**config.mk**
```make
export PLATFORM = sky130hd
export DESIGN_NAME = tx_pair_fifo
export DESIGN_NICKNAME = d
export VERILOG_FILES = /design/src/rtl/tx_pair_fifo.sv
export SDC_FILE = /design/constraint.sdc
export NUM_CORES = 1
export LEC_CHECK = 0
export BUFFER_PORTS_ARGS = -buffer_cell sky130_fd_sc_hd__buf_2
export CAP_MARGIN = 20
export CORE_ASPECT_RATIO = 1.75
export CORE_MARGIN = 8
export CORE_UTILIZATION = 55
export DETAILED_ROUTE_END_ITERATION = 8
export GPL_TIMING_DRIVEN = 0
export PLACE_DENSITY = 0.82
export REMOVE_ABC_BUFFERS = 1
export SLEW_MARGIN = 5
export SYNTH_ARGS = -nofsm -noshare
export SYNTH_HDL_FRONTEND = slang
export SYNTH_SLANG_ARGS = --single-unit
```
**constraint.sdc**
```tcl
create_clock -name clk -period 9.3 [get_ports clk]
set_input_delay 1.86 -clock clk [delete_from_list [all_inputs] [get_ports clk]]
set_output_delay 1.86 -clock clk [all_outputs]
set_load 0.02 [all_outputs]
```
**src/rtl/tx_pair_fifo.sv**
```systemverilog
module tx_pair_fifo #(
  parameter int SW    = 32,
  parameter int PAIRS = 8
) (
  input  logic                              clk,
  input  logic                              rst_n,
  input  logic [1:0]                        mode,
  input  logic                              wr_en,
  input  logic [SW-1:0]                     wr_data,
  input  logic [$clog2(PAIRS+1):0]          limit,
  output logic [$clog2(PAIRS+1):0]          level,
  output logic                              full,
  output logic                              overflow,
  output logic                              svc_req,
  output logic                              pop_valid,
  input  logic                              pop_ready,
  output logic [SW-1:0]                     pop_left,
  output logic [SW-1:0]                     pop_right
);
  localparam int PW = (PAIRS > 1) ? $clog2(PAIRS) : 1;
  localparam int CW = $clog2(PAIRS + 1);
  localparam logic [1:0] M_DUAL = 2'd0, M_C16 = 2'd1, M_C8 = 2'd2, M_MONO = 2'd3;

  logic [SW-1:0] lmem [PAIRS];
  logic [SW-1:0] rmem [PAIRS];
  logic [PW-1:0] wptr, rptr;
  logic [CW-1:0] npairs;
  logic          half;
  logic [SW-1:0] pk_l, pk_r;

  assign level     = {npairs, half};
  assign full      = (npairs == CW'(PAIRS));
  assign pop_valid = (npairs != '0);
  assign svc_req   = (level < limit);
  assign pop_left  = lmem[rptr];
  assign pop_right = rmem[rptr];

  wire pop_fire  = pop_valid && pop_ready;
  wire wr_ok     = wr_en && !full;
  wire left_only = wr_ok && (mode == M_DUAL) && !half;
  wire pair_done = wr_ok && !left_only;

  always_comb begin
    pk_l = wr_data;
    pk_r = wr_data;
    case (mode)
      M_C16: begin pk_l = SW'(wr_data[15:0]); pk_r = SW'(wr_data[31:16]); end
      M_C8:  begin pk_l = SW'(wr_data[7:0]);  pk_r = SW'(wr_data[15:8]);  end
      default: ;
    endcase
  end

  always_ff @(posedge clk) begin
    if (left_only) lmem[wptr] <= wr_data;
    else if (pair_done) begin
      if (mode != M_DUAL) lmem[wptr] <= pk_l;
      rmem[wptr] <= pk_r;
    end
  end

  always_ff @(posedge clk) begin
    if (!rst_n) begin
      wptr     <= '0;
      rptr     <= '0;
      npairs   <= '0;
      half     <= 1'b0;
      overflow <= 1'b0;
    end else begin
      if (left_only) half <= 1'b1;
      else if (pair_done) half <= 1'b0;
      if (pair_done) wptr <= (wptr == PW'(PAIRS - 1)) ? '0 : wptr + 1'b1;
      if (pop_fire)  rptr <= (rptr == PW'(PAIRS - 1)) ? '0 : rptr + 1'b1;
      npairs   <= npairs + CW'(pair_done) - CW'(pop_fire);
      overflow <= overflow | (wr_en && full);
    end
  end

  p_level_cap_r6: assert property (@(posedge clk) disable iff (!rst_n)
    level <= (CW+1)'(2*PAIRS));

  p_pop_whole_r9: assert property (@(posedge clk) disable iff (!rst_n)
    pop_valid |-> level >= 2);

  p_refused_r6: assert property (@(posedge clk) disable iff (!rst_n)
    (wr_en && full && !pop_ready) |=> level == $past(level));

  p_ovf_sticky_r7: assert property (@(posedge clk) disable iff (!rst_n)
    overflow |=> overflow);

  p_dual_step_r2: assert property (@(posedge clk) disable iff (!rst_n)
    (wr_en && !full && mode == M_DUAL && !pop_fire) |=> level == $past(level) + 1'b1);

  p_pair_step_r10: assert property (@(posedge clk) disable iff (!rst_n)
    (wr_en && !full && mode != M_DUAL && !pop_fire) |=>
      level == ($past(level) & ~(CW+1)'(1)) + (CW+1)'(2));
endmodule

```
# Word-level counts from Yosys, hierarchy flattened
# Memories as Yosys holds them, arrays and structs flattened. A register that Yosys moved wholly into a read port is not among the register bits.
# Cells that the tools add are included.
# Widths: inputs -> output; s select.
totals:
  regBits: 12
  ram_bits: 512
  input_bits: 43
  wordCells: 52
  memories: 2
classes:
  add_sub_neg: 4
  n_lt_le_gt_ge: 1
  eq_ne: 5
  mux: 20
  n_bitwise: 2
  reduce_logical: 13
memory_table:
  columns: ["name", "depth", "word_bits", "read_ports", "rd_clocked_by_memory_dff", "wr", "line_no", "source"]
  rows:
  - ["lmem", 8, 32, 1, 1, 1, "24", "logic [SW-1:0] lmem [PAIRS];"]
  - ["rmem", 8, 32, 1, 1, 1, "25", "logic [SW-1:0] rmem [PAIRS];"]
op_table:
  columns: ["operator", "count"]
  rows:
  - ["$pmux 32 s2", 2]
  - ["$mux 32", 1]
  - ["$mux 3", 6]
  - ["$mux 1", 11]
  - ["$add 3x1->3 const B", 2]
  - ["$eq 3x3->1 const B", 2]
  - ["$logic_and 1x1->1", 6]
  - ["$lt 5x5->1", 1]
  - ["$add 4x1->4", 1]
  - ["$eq 4x4->1 const B", 1]
  - ["$reduce_bool 2->1", 2]
  - ["$reduce_bool 4->1", 1]
  - ["$sub 4x1->4", 1]
  - ["$logic_not 1->1", 3]
  - ["$eq 2x1->1 const B", 1]
  - ["$eq 2x2->1 const B", 1]
  - ["$logic_not 2->1", 1]
  - ["$or 1x1->1", 2]

# Depth between registers and ports, before layout
# Gate-level depths: netlist (run 1).
logic_depth:
  word_depth: 11
  depth_mapped: 12
  mapped_depth_nobuf: 11

# Worst setup path after synthesis (run 1)
# OpenSTA, ideal clock, no wires.
synth_path:
  path_kind: "input to register"
  startpoint: "input port mode[0]"
  endpoint: "memory rmem[0][0], enable pin"
  setup_time_ps: 502
  arrival_time_ps: 5539
  required_ps: 8798
  setup_slack_ps: 3259
  cell_stages: 5
  n_path_buf: 0
  path_cell_list: "inv_1 ha_1 nand2b_1 nand3_2 nor4_1"
synth_between:
  elab_chain_len: 8
synth_rtl:
  columns: ["element", "line_no", "source"]
  rows:
  - ["from (decl)", "7", "input logic [1:0] mode,"]
  - ["$logic_not 2->1 (*)", "40", "wire left_only = wr_ok && (mode == M_DUAL) && !half;"]
  - ["$logic_and 1x1->1 (*) (2 in a row)", "40", null]
  - ["$logic_not 1->1", "41", "wire pair_done = wr_ok && !left_only;"]
  - ["$logic_and 1x1->1", "41", null]
  - ["$mux 1", "55", "else if (pair_done) begin"]
  - ["$mux 1 (*)", "54", "if (left_only) lmem[wptr] <= wr_data;"]
  - ["$mux 1 (not written as such) (*)", "57", "rmem[wptr] <= pk_r;"]
  - ["to (decl)", "25", null]
# Mark *: on every way between the ends. The rest lies on a longest branch, timed or not.

==> results_dict.tcl, run 1 <==
set metrics [dict create \
    path_class "flip-flop to output pin" \
    cp_slowest_cell "dfxtp_4" \
    cp.buffers_inverters 3 \
    depth_of_the_most_critical_reg_to_reg_path 7 \
    p_per_area_nw_per_um2 248 \
    critical_path.startpoint_type "flip-flop" \
    ff2ff_setup_slack_ns 6.39 \
    postSynthRegisterBits 527 \
    synth_mux_area_share_pct 17.6 \
    finalCritPeriodShare_pct 52.6 \
    cts.sinks 527 \
    max-cap-violations 0 \
    route.detailed.wl_per_inst_um 28.1 \
    power_mw 5.90 \
    critical_path.reg2reg.endpoint "rmem[4][19]$_DFFE_PP_" \
    worst_path_most_repeated_cell "buf_16" \
    gp_congestion 0.819 \
    die_area_sq_um 44500 \
    setup_total_negative_slack_ns 0 \
    finalSetupViolCount 0 \
    first_pass_grt_wire_length_um 67700 \
    worst_clock_skew_ns 0.0128 \
    insertion_delay_ns 0.54 \
    place.port_buffers 115 \
    clk_pin_slew_ns 0.07 \
    finalHoldViolations 0 \
    wirelength_um 45600 \
    worstPathCellList "buf_16 -> buf_16 -> mux4_2 -> mux2_2 -> buf_2" \
    final_cell_count_no_fill 1624 \
    timing.critical_path.slowest_cell_delay_ns 0.73 \
    drt_iter0_drc 1090 \
    post-place-cells 1551 \
    detailedRoute.firstPassIterationCount 5 \
    postSynth.asyncResetShare_pct 0 \
    cp.required_ns 7.44 \
    maxClockFrequency_ghz 0.204 \
    cts_made_buffers 40 \
    dominantRegCellSynth "edfxtp_1" \
    route.detailed.vias_per_inst 6.22 \
    timing_worst_slew_pin_value_ns 0.960 \
    timing.hold.worst.class "flip-flop to flip-flop" \
    place_area_sq_um 22400 \
    design.final.nets 1174 \
    die_y_um 273 \
    core.rowCount 94 \
    synth.lib_cells_used.distinct 35 \
    via_count_of_the_first_global_routing_pass 10737 \
    initial_core_util_pct 55.5 \
    syn_inst 962 \
    synth_xor_area_share_pct 0.0422 \
    path_delay_family "multiplexers" \
    cts_max_level 2 \
    worstSetupPathDepth 5 \
    overflow 0 \
    post_cts_hold_buffer_count 0 \
    timing.final.max_slew_violations 0 \
    yosysSeqAreaShare_pct 75.5 \
    crit_path_end_kind "output pin" \
    power.ir.vdd_worst_mv 0.191 \
    area.growth.synth_to_final_pct 14.6 \
    utilization_pct 63.7 \
    place_hpwl_um 29100 \
    critPathCapture "pop_left[24]" \
    antenna_violating_nets_left 0 \
    timing.rr.start "npairs[2]$_SDFF_PN0_" \
    dr_total_vias 10098 \
    synth_fa_ha_area_share_pct 1.12 \
    cts_buffer_depth 3 \
    quantity_of_gates_resized_following_cts 0 \
    share_of_synthesized_cell_area_in_and_or_nand_and_nor_gates_pct 2.95 \
    netlist_area_sq_um 20800 \
    worstPathMaxFanout 39 \
    drc 0 \
    syn-mean-instance-area_sq_um 21.6 \
    cts.repair_timing.setup_buffer_count 0 \
    stdcell_area_sq_um 23800 \
    grt_usage_pct 20.7 \
    combinational_family_with_the_most_area_after_synthesis "multiplexers" \
    root_buffer "clkbuf_16" \
    worst-endpoint-arrival_ns 3.03 \
    synth_enable_flop_cells 512 \
    grt_max_degree 54 \
    setup_repair_after_global_routing_missed_its_margin "no" \
    tritoncts "yes" \
    maxSlewHeadroom_pct 35.7 \
    dieWidth_um 163 \
    timing.final.crit_period_ns 4.89 \
    io_pins 116 \
    run_status "finished, final reports clean" \
    synthesis.yosys.warnings 0 \
    leakage_nw 7.73 \
    design.core.area_sq_um 37400 \
    grt_antenna_before_repair 2 \
    final_layout_size_suffix_gt1_share_pct 38.3 \
    synth-compound-area-share_pct 0.970 \
]
==> cell families after synthesis <==
group | count (synthesis)
flops | 527
mux | 198
simple gates | 111
buf+inv | 73
compound gates | 34
fa+ha+maj | 18
xor+xnor | 1
==> worst min-delay path by stage <==
stage	start	slack, ns	depth (start not counted)	endpoint
6_report	rptr[2]$_SDFFE_PN0N_	0.49	2	flip-flop
5_1_grt	rptr[1]$_SDFFE_PN0N_	0.53	2	flip-flop
4_1_cts	rptr[1]$_SDFFE_PN0N_	0.50	2	flip-flop
3_5_place_dp	rptr[1]$_SDFFE_PN0N_	0.48	2	flip-flop
3_3_place_gp	overflow$_SDFF_PN0_	0.47	2	overflow$_SDFF_PN0_
2_1_floorplan	rptr[1]$_SDFFE_PN0N_	0.45	2	flip-flop
==> stage by stage <==
stage	hold WS [ns]	setup slack, ns
2_1_floorplan	0.454	1.16
3_3_place_gp	0.465	-1.06
3_5_place_dp	0.479	4.60
4_1_cts	0.497	4.31
5_1_grt	0.527	4.24
6_report	0.491	4.41
==> state kept, by name (all words and copies together), names as in the netlist, named ones only <==
register  cells
half          1
lmem        256
npairs        4
overflow      1
rmem        256
rptr          3
wptr          3
==> layout make-up <==
| type | instances | area (sq um) |
|---|---|---|
| Sequential cell | 527 | 15700 |
| Fill cell | 2382 | 13600 |
| Multi-Input combinational cell | 362 | 4830 |
| Timing Repair Buffer | 161 | 1250 |
| Clock buffer | 45 | 1040 |
| Tap cell | 480 | 601 |
| Clock inverter | 27 | 323 |
| Inverter | 21 | 78.8 |
| Antenna cell | 1 | 2.50 |
==> report_power, final <==
group / switching (mW) / leakage, nW / total [mW] / internal, mW
Sequential: 0.0797 / 4.80 / 2.85 / 2.77
Combinational: 0.705 / 2.27 / 1.26 / 0.555
Clock: 0.788 / 0.657 / 1.80 / 1.01
Total: 1.57 / 7.73 / 5.90 / 4.33
==> cell usage after synthesis (all sizes together), types with 2 or more instances <==
cell type,instances,area share (%)
buf,30,1.0
or3b,2,0.084
dfxtp,15,1.4
o21ai,10,0.24
mux2i,6,0.29
nor2,20,0.36
nand4,4,0.12
nand2,22,0.40
a21o,2,0.072
edfxtp,512,74
and2,28,0.84
a22oi,8,0.29
nand2b,4,0.12
mux2,64,3.5
nand4b,2,0.16
ha,17,1.0
nor3,6,0.14
nor2b,19,0.57
clkbuf,22,0.40
mux4,128,14
a21oi,11,0.27
inv,21,0.38
==> worst reg2reg max path: stages, from the launching register on <==
cell and delay (ns):
dfxtp_1 0.35, inv_1 0.09, ha_1 0.19, or3b_2 0.33, nand3_2 0.27, nor3_2 0.85
buf_6 0.27, buf_4 0.25
==> placed cells by master, fill, tap and decap left out, types with 6 or more instances in the layout <==
cell | netlist | routed
a21oi_1 | 11 | 11
a22oi_1 | 8 | 8
and2_1 | 28 | 28
buf_12 | 0 | 6
buf_16 | 0 | 10
buf_2 | 4 | 115
buf_4 | 4 | 16
buf_6 | 11 | 13
bufinv_16 | 0 | 7
clkbuf_16 | 0 | 41
clkinv_1 | 0 | 7
clkinv_2 | 0 | 6
dfxtp_1 | 15 | 12
edfxtp_1 | 512 | 512
ha_1 | 17 | 16
inv_1 | 21 | 21
mux2_2 | 64 | 64
mux2i_1 | 6 | 6
mux4_2 | 128 | 128
nand2_1 | 22 | 22
nor2_1 | 20 | 11
nor2_4 | 0 | 9
nor2b_1 | 19 | 19
nor3_2 | 0 | 6
o21ai_0 | 10 | 10
==> layer usage <==
layer,track usage [%],routed length [um],up-vias
met2,38.3,25500,467
met5,0,0,-
met3,2.41,2340,116
li1,-,-,4224
met1,23.2,15700,5291
met4,9.91,2100,0
No activity file was read; power rests on OpenSTA's default activity.
==> run 2: changes to the inputs <==
- ABC_AREA: not set -> 1
- clock period: 9.3 -> 5.11 ns (I/O delays scaled with it)
==> results_dict.tcl, run 2 <==
set metrics [dict create \
    cts.sinks 527 \
    max-cap-violations 0 \
    pwr-share-comb_pct 33.6 \
    worstPathCellList "buf_16 -> buf_16 -> buf_16 -> nor2_1 -> nor2_1 -> nand2_1 -> nand2_1 -> nand2_1 -> nand2_1 -> buf_2" \
    die_area_sq_um 49700 \
    cts.repair_timing.setup_buffer_count 0 \
    maxClockFrequency_ghz 0.231 \
    setup_repair_after_global_routing_missed_its_margin "no" \
    postLayoutSetupSlackWorst_ns 0.787 \
    postSynth.asyncResetShare_pct 0 \
    timing.critical_path.slowest_cell_delay_ns 0.74 \
    depth_of_the_most_critical_reg_to_reg_path 11 \
    worst_path_most_repeated_cell "nand2_1" \
    setup_total_negative_slack_ns 0 \
    dr_total_vias 16826 \
    cts_buffer_depth 3 \
    most-common-layout-cells "866 x nand2_1, 558 x nor2_1, 512 x edfxtp_1" \
    dieWidth_um 172 \
    place_area_sq_um 24900 \
    path_class "flip-flop to output pin" \
    root_buffer "clkbuf_16" \
    via_count_of_the_first_global_routing_pass 16963 \
    area.growth.synth_to_final_pct 12.3 \
    design.core.area_sq_um 42300 \
    timing.final.crit_period_ns 4.32 \
    maxSlewHeadroom_pct 26.2 \
    seq_power_share_pct 41.1 \
    detailedRoute.firstPassIterationCount 6 \
    power.ir.vdd_worst_mv 0.317 \
    timing.hold.ws_ns 0.460 \
    wirelength_um 58200 \
    route.detailed.vias_per_inst 5.36 \
    power.switching_fraction_pct 36.4 \
    dominantRegCellSynth "edfxtp_1" \
    overflow 0 \
    worst_clock_skew_ns 0.0159 \
    cts_max_level 2 \
    timing.hold.worst.class "flip-flop to flip-flop" \
    crit_path_end_kind "output pin" \
    synthesis.yosys.warnings 0 \
    drt_iter0_drc 1751 \
    p_per_area_nw_per_um2 495 \
    grt_usage_pct 23.4 \
    power_mw 13.0 \
    place_hpwl_um 35800 \
    quantity_of_gates_resized_following_cts 0 \
    drc 0 \
    path_delay_family "buffers and inverters" \
    detailedPlace.worstSlack_ns 1.18 \
    cts_made_buffers 43 \
    clockPowerShare_pct 25.4 \
    synth.top_cell.area_share_pct 65.6 \
    cp.required_ns 4.09 \
    largest_registers "lmem: 256 flops, rmem: 256 flops, npairs: 4 flops" \
    antenna_violating_nets_left 0 \
    worst-endpoint-arrival_ns 3.30 \
    first_pass_grt_wire_length_um 88200 \
    netlist_area_sq_um 23400 \
    design.final.nets 2608 \
    p_int_mw 8.29 \
    worstSetupPathDepth 10 \
    critical_path.startpoint_type "flip-flop" \
    synth.lib_cells_used.distinct 23 \
    insertion_delay_ns 0.56 \
    clk_pin_slew_ns 0.06 \
    timing.final.max_slew_violations 0 \
    grt_max_degree 107 \
    postSynthRegisterBits 527 \
    worst_hold_path.num_cells 2 \
    gp_congestion 0.819 \
    yosys.area.top_type "edfxtp_1" \
    run_status "finished, final reports clean" \
    post_cts_hold_buffer_count 0 \
    cp.buffers_inverters 4 \
    finalSetupViolCount 0 \
    synthMostInstantiatedCell "nand2_1" \
    stdcell_area_sq_um 26300 \
    syn_inst 2467 \
    place.port_buffers 115 \
    ys_top_cells_by_area "edfxtp_1 66%, nand2_1 14%, nor2_1 9.2%" \
    io_pins 116 \
    timing_worst_slew_pin_value_ns 1.10 \
    worstPathMaxFanout 106 \
    route.detailed.wl_per_inst_um 18.5 \
    leakage_nw 11.3 \
    core.rowCount 100 \
    grt_antenna_before_repair 1 \
    initial_core_util_pct 55.4 \
    syn-mean-instance-area_sq_um 9.50 \
    finalCritPeriodShare_pct 84.6 \
    die_y_um 289 \
    synth_enable_flop_cells 512 \
    yosysSeqAreaShare_pct 66.9 \
    cp_slowest_cell "dfxtp_4" \
    final_layout_size_suffix_gt1_share_pct 9.01 \
    finalHoldViolations 0 \
    power_switching_mw 4.75 \
    tritoncts "yes" \
    final_common_cell "nand2_1" \
    synth.cells.most_frequent "866 x nand2_1, 574 x nor2_1, 512 x edfxtp_1, 308 x inv_1, 57 x buf_2" \
]
run 2: cell count changes after synthesis, sizes merged, moves of 8 or more:
cell	previous run	this run
nand2	22	867
nor2	20	575
inv	21	310
mux4	128	0
mux2	64	0
buf	30	91
and2	28	0
nor2b	19	0
nand3	1	12
o21ai	10	21
a22oi	8	0
o221ai	0	8
o22ai	0	8
run 2: path summary, 6_finish.rpt:
kind / startpoint / endpoint / slack, ns
max: flip-flop / pop_left[18] / 0.79
min: overflow$_SDFF_PN0_ / overflow$_SDFF_PN0_ / 0.46
max reg2reg: npairs[2]$_SDFF_PN0_ / npairs[2]$_SDFF_PN0_ / 1.82
min reg2reg: overflow$_SDFF_PN0_ / overflow$_SDFF_PN0_ / 0.46
run 2: per-stage QoR:
step / utilization [%] / std cells
2_1_floorplan: - / 2359
6_report: 62.2 / 3138
3_5_place_dp: 58.9 / 3063
3_3_place_gp: 57.1 / 3035
4_1_cts: 62.2 / 3137
5_1_grt: 62.2 / 3137
run 2: final cells by class:
class                   count  area [sq um]
well taps                 561           702
flip-flops and latches    527         15700
diodes                      1          2.50
clock inverters            25           258
clock buffers              49          1140
inverters                 310          1170
fillers                  3085         16000
repair buffers            143          1210
multi-input cells        1522          6140
run 2: worst min-delay path: cells and delay by family (launching register included):
family | cells | cell delay (ns)
flops | 1 | 0.31
buf+inv | 1 | 0.05
compound gates | 1 | 0.05
run 2: metal layers:
metal / part of all wire [%] / GRT usage, % / routed length, um / vias to the layer above
li1: - / - / - / 7815
met1: 34 / 25.3 / 19900 / 7928
met2: 51 / 41.4 / 29900 / 873
met3: 8.2 / 3.56 / 4760 / 210
met4: 6.3 / 15.7 / 3680 / 0
met5: 0 / 0 / 0 / -
run 2: kinds of logic (layout without fill, tap and decap cells):
| family | after synthesis | count (layout) | share of synthesized area [%] |
|---|---|---|---|
| DFF | 527 | 527 | 66.9 |
| adders and majority gates | 18 | 18 | 0.993 |
| xor gates and xnor gates | 1 | 1 | 0.0374 |
| buffers and inverters | 418 | 527 | 7.39 |
| other | 0 | 1 | 0 |
| and+or+nand+nor | 1458 | 1458 | 23.5 |
| AOI/OAI and AO/OA | 45 | 45 | 1.14 |
run 2: power by group through the flow:
stage	combinational (mW)	sequential [mW]	clock [mW]
after global routing	4.83	5.38	3.48
after floorplan	2.89	5.67	0
after global placement	3.82	5.79	0
final	4.38	5.35	3.31
after detailed placement	4.36	5.44	0
after CTS	4.39	5.35	3.33
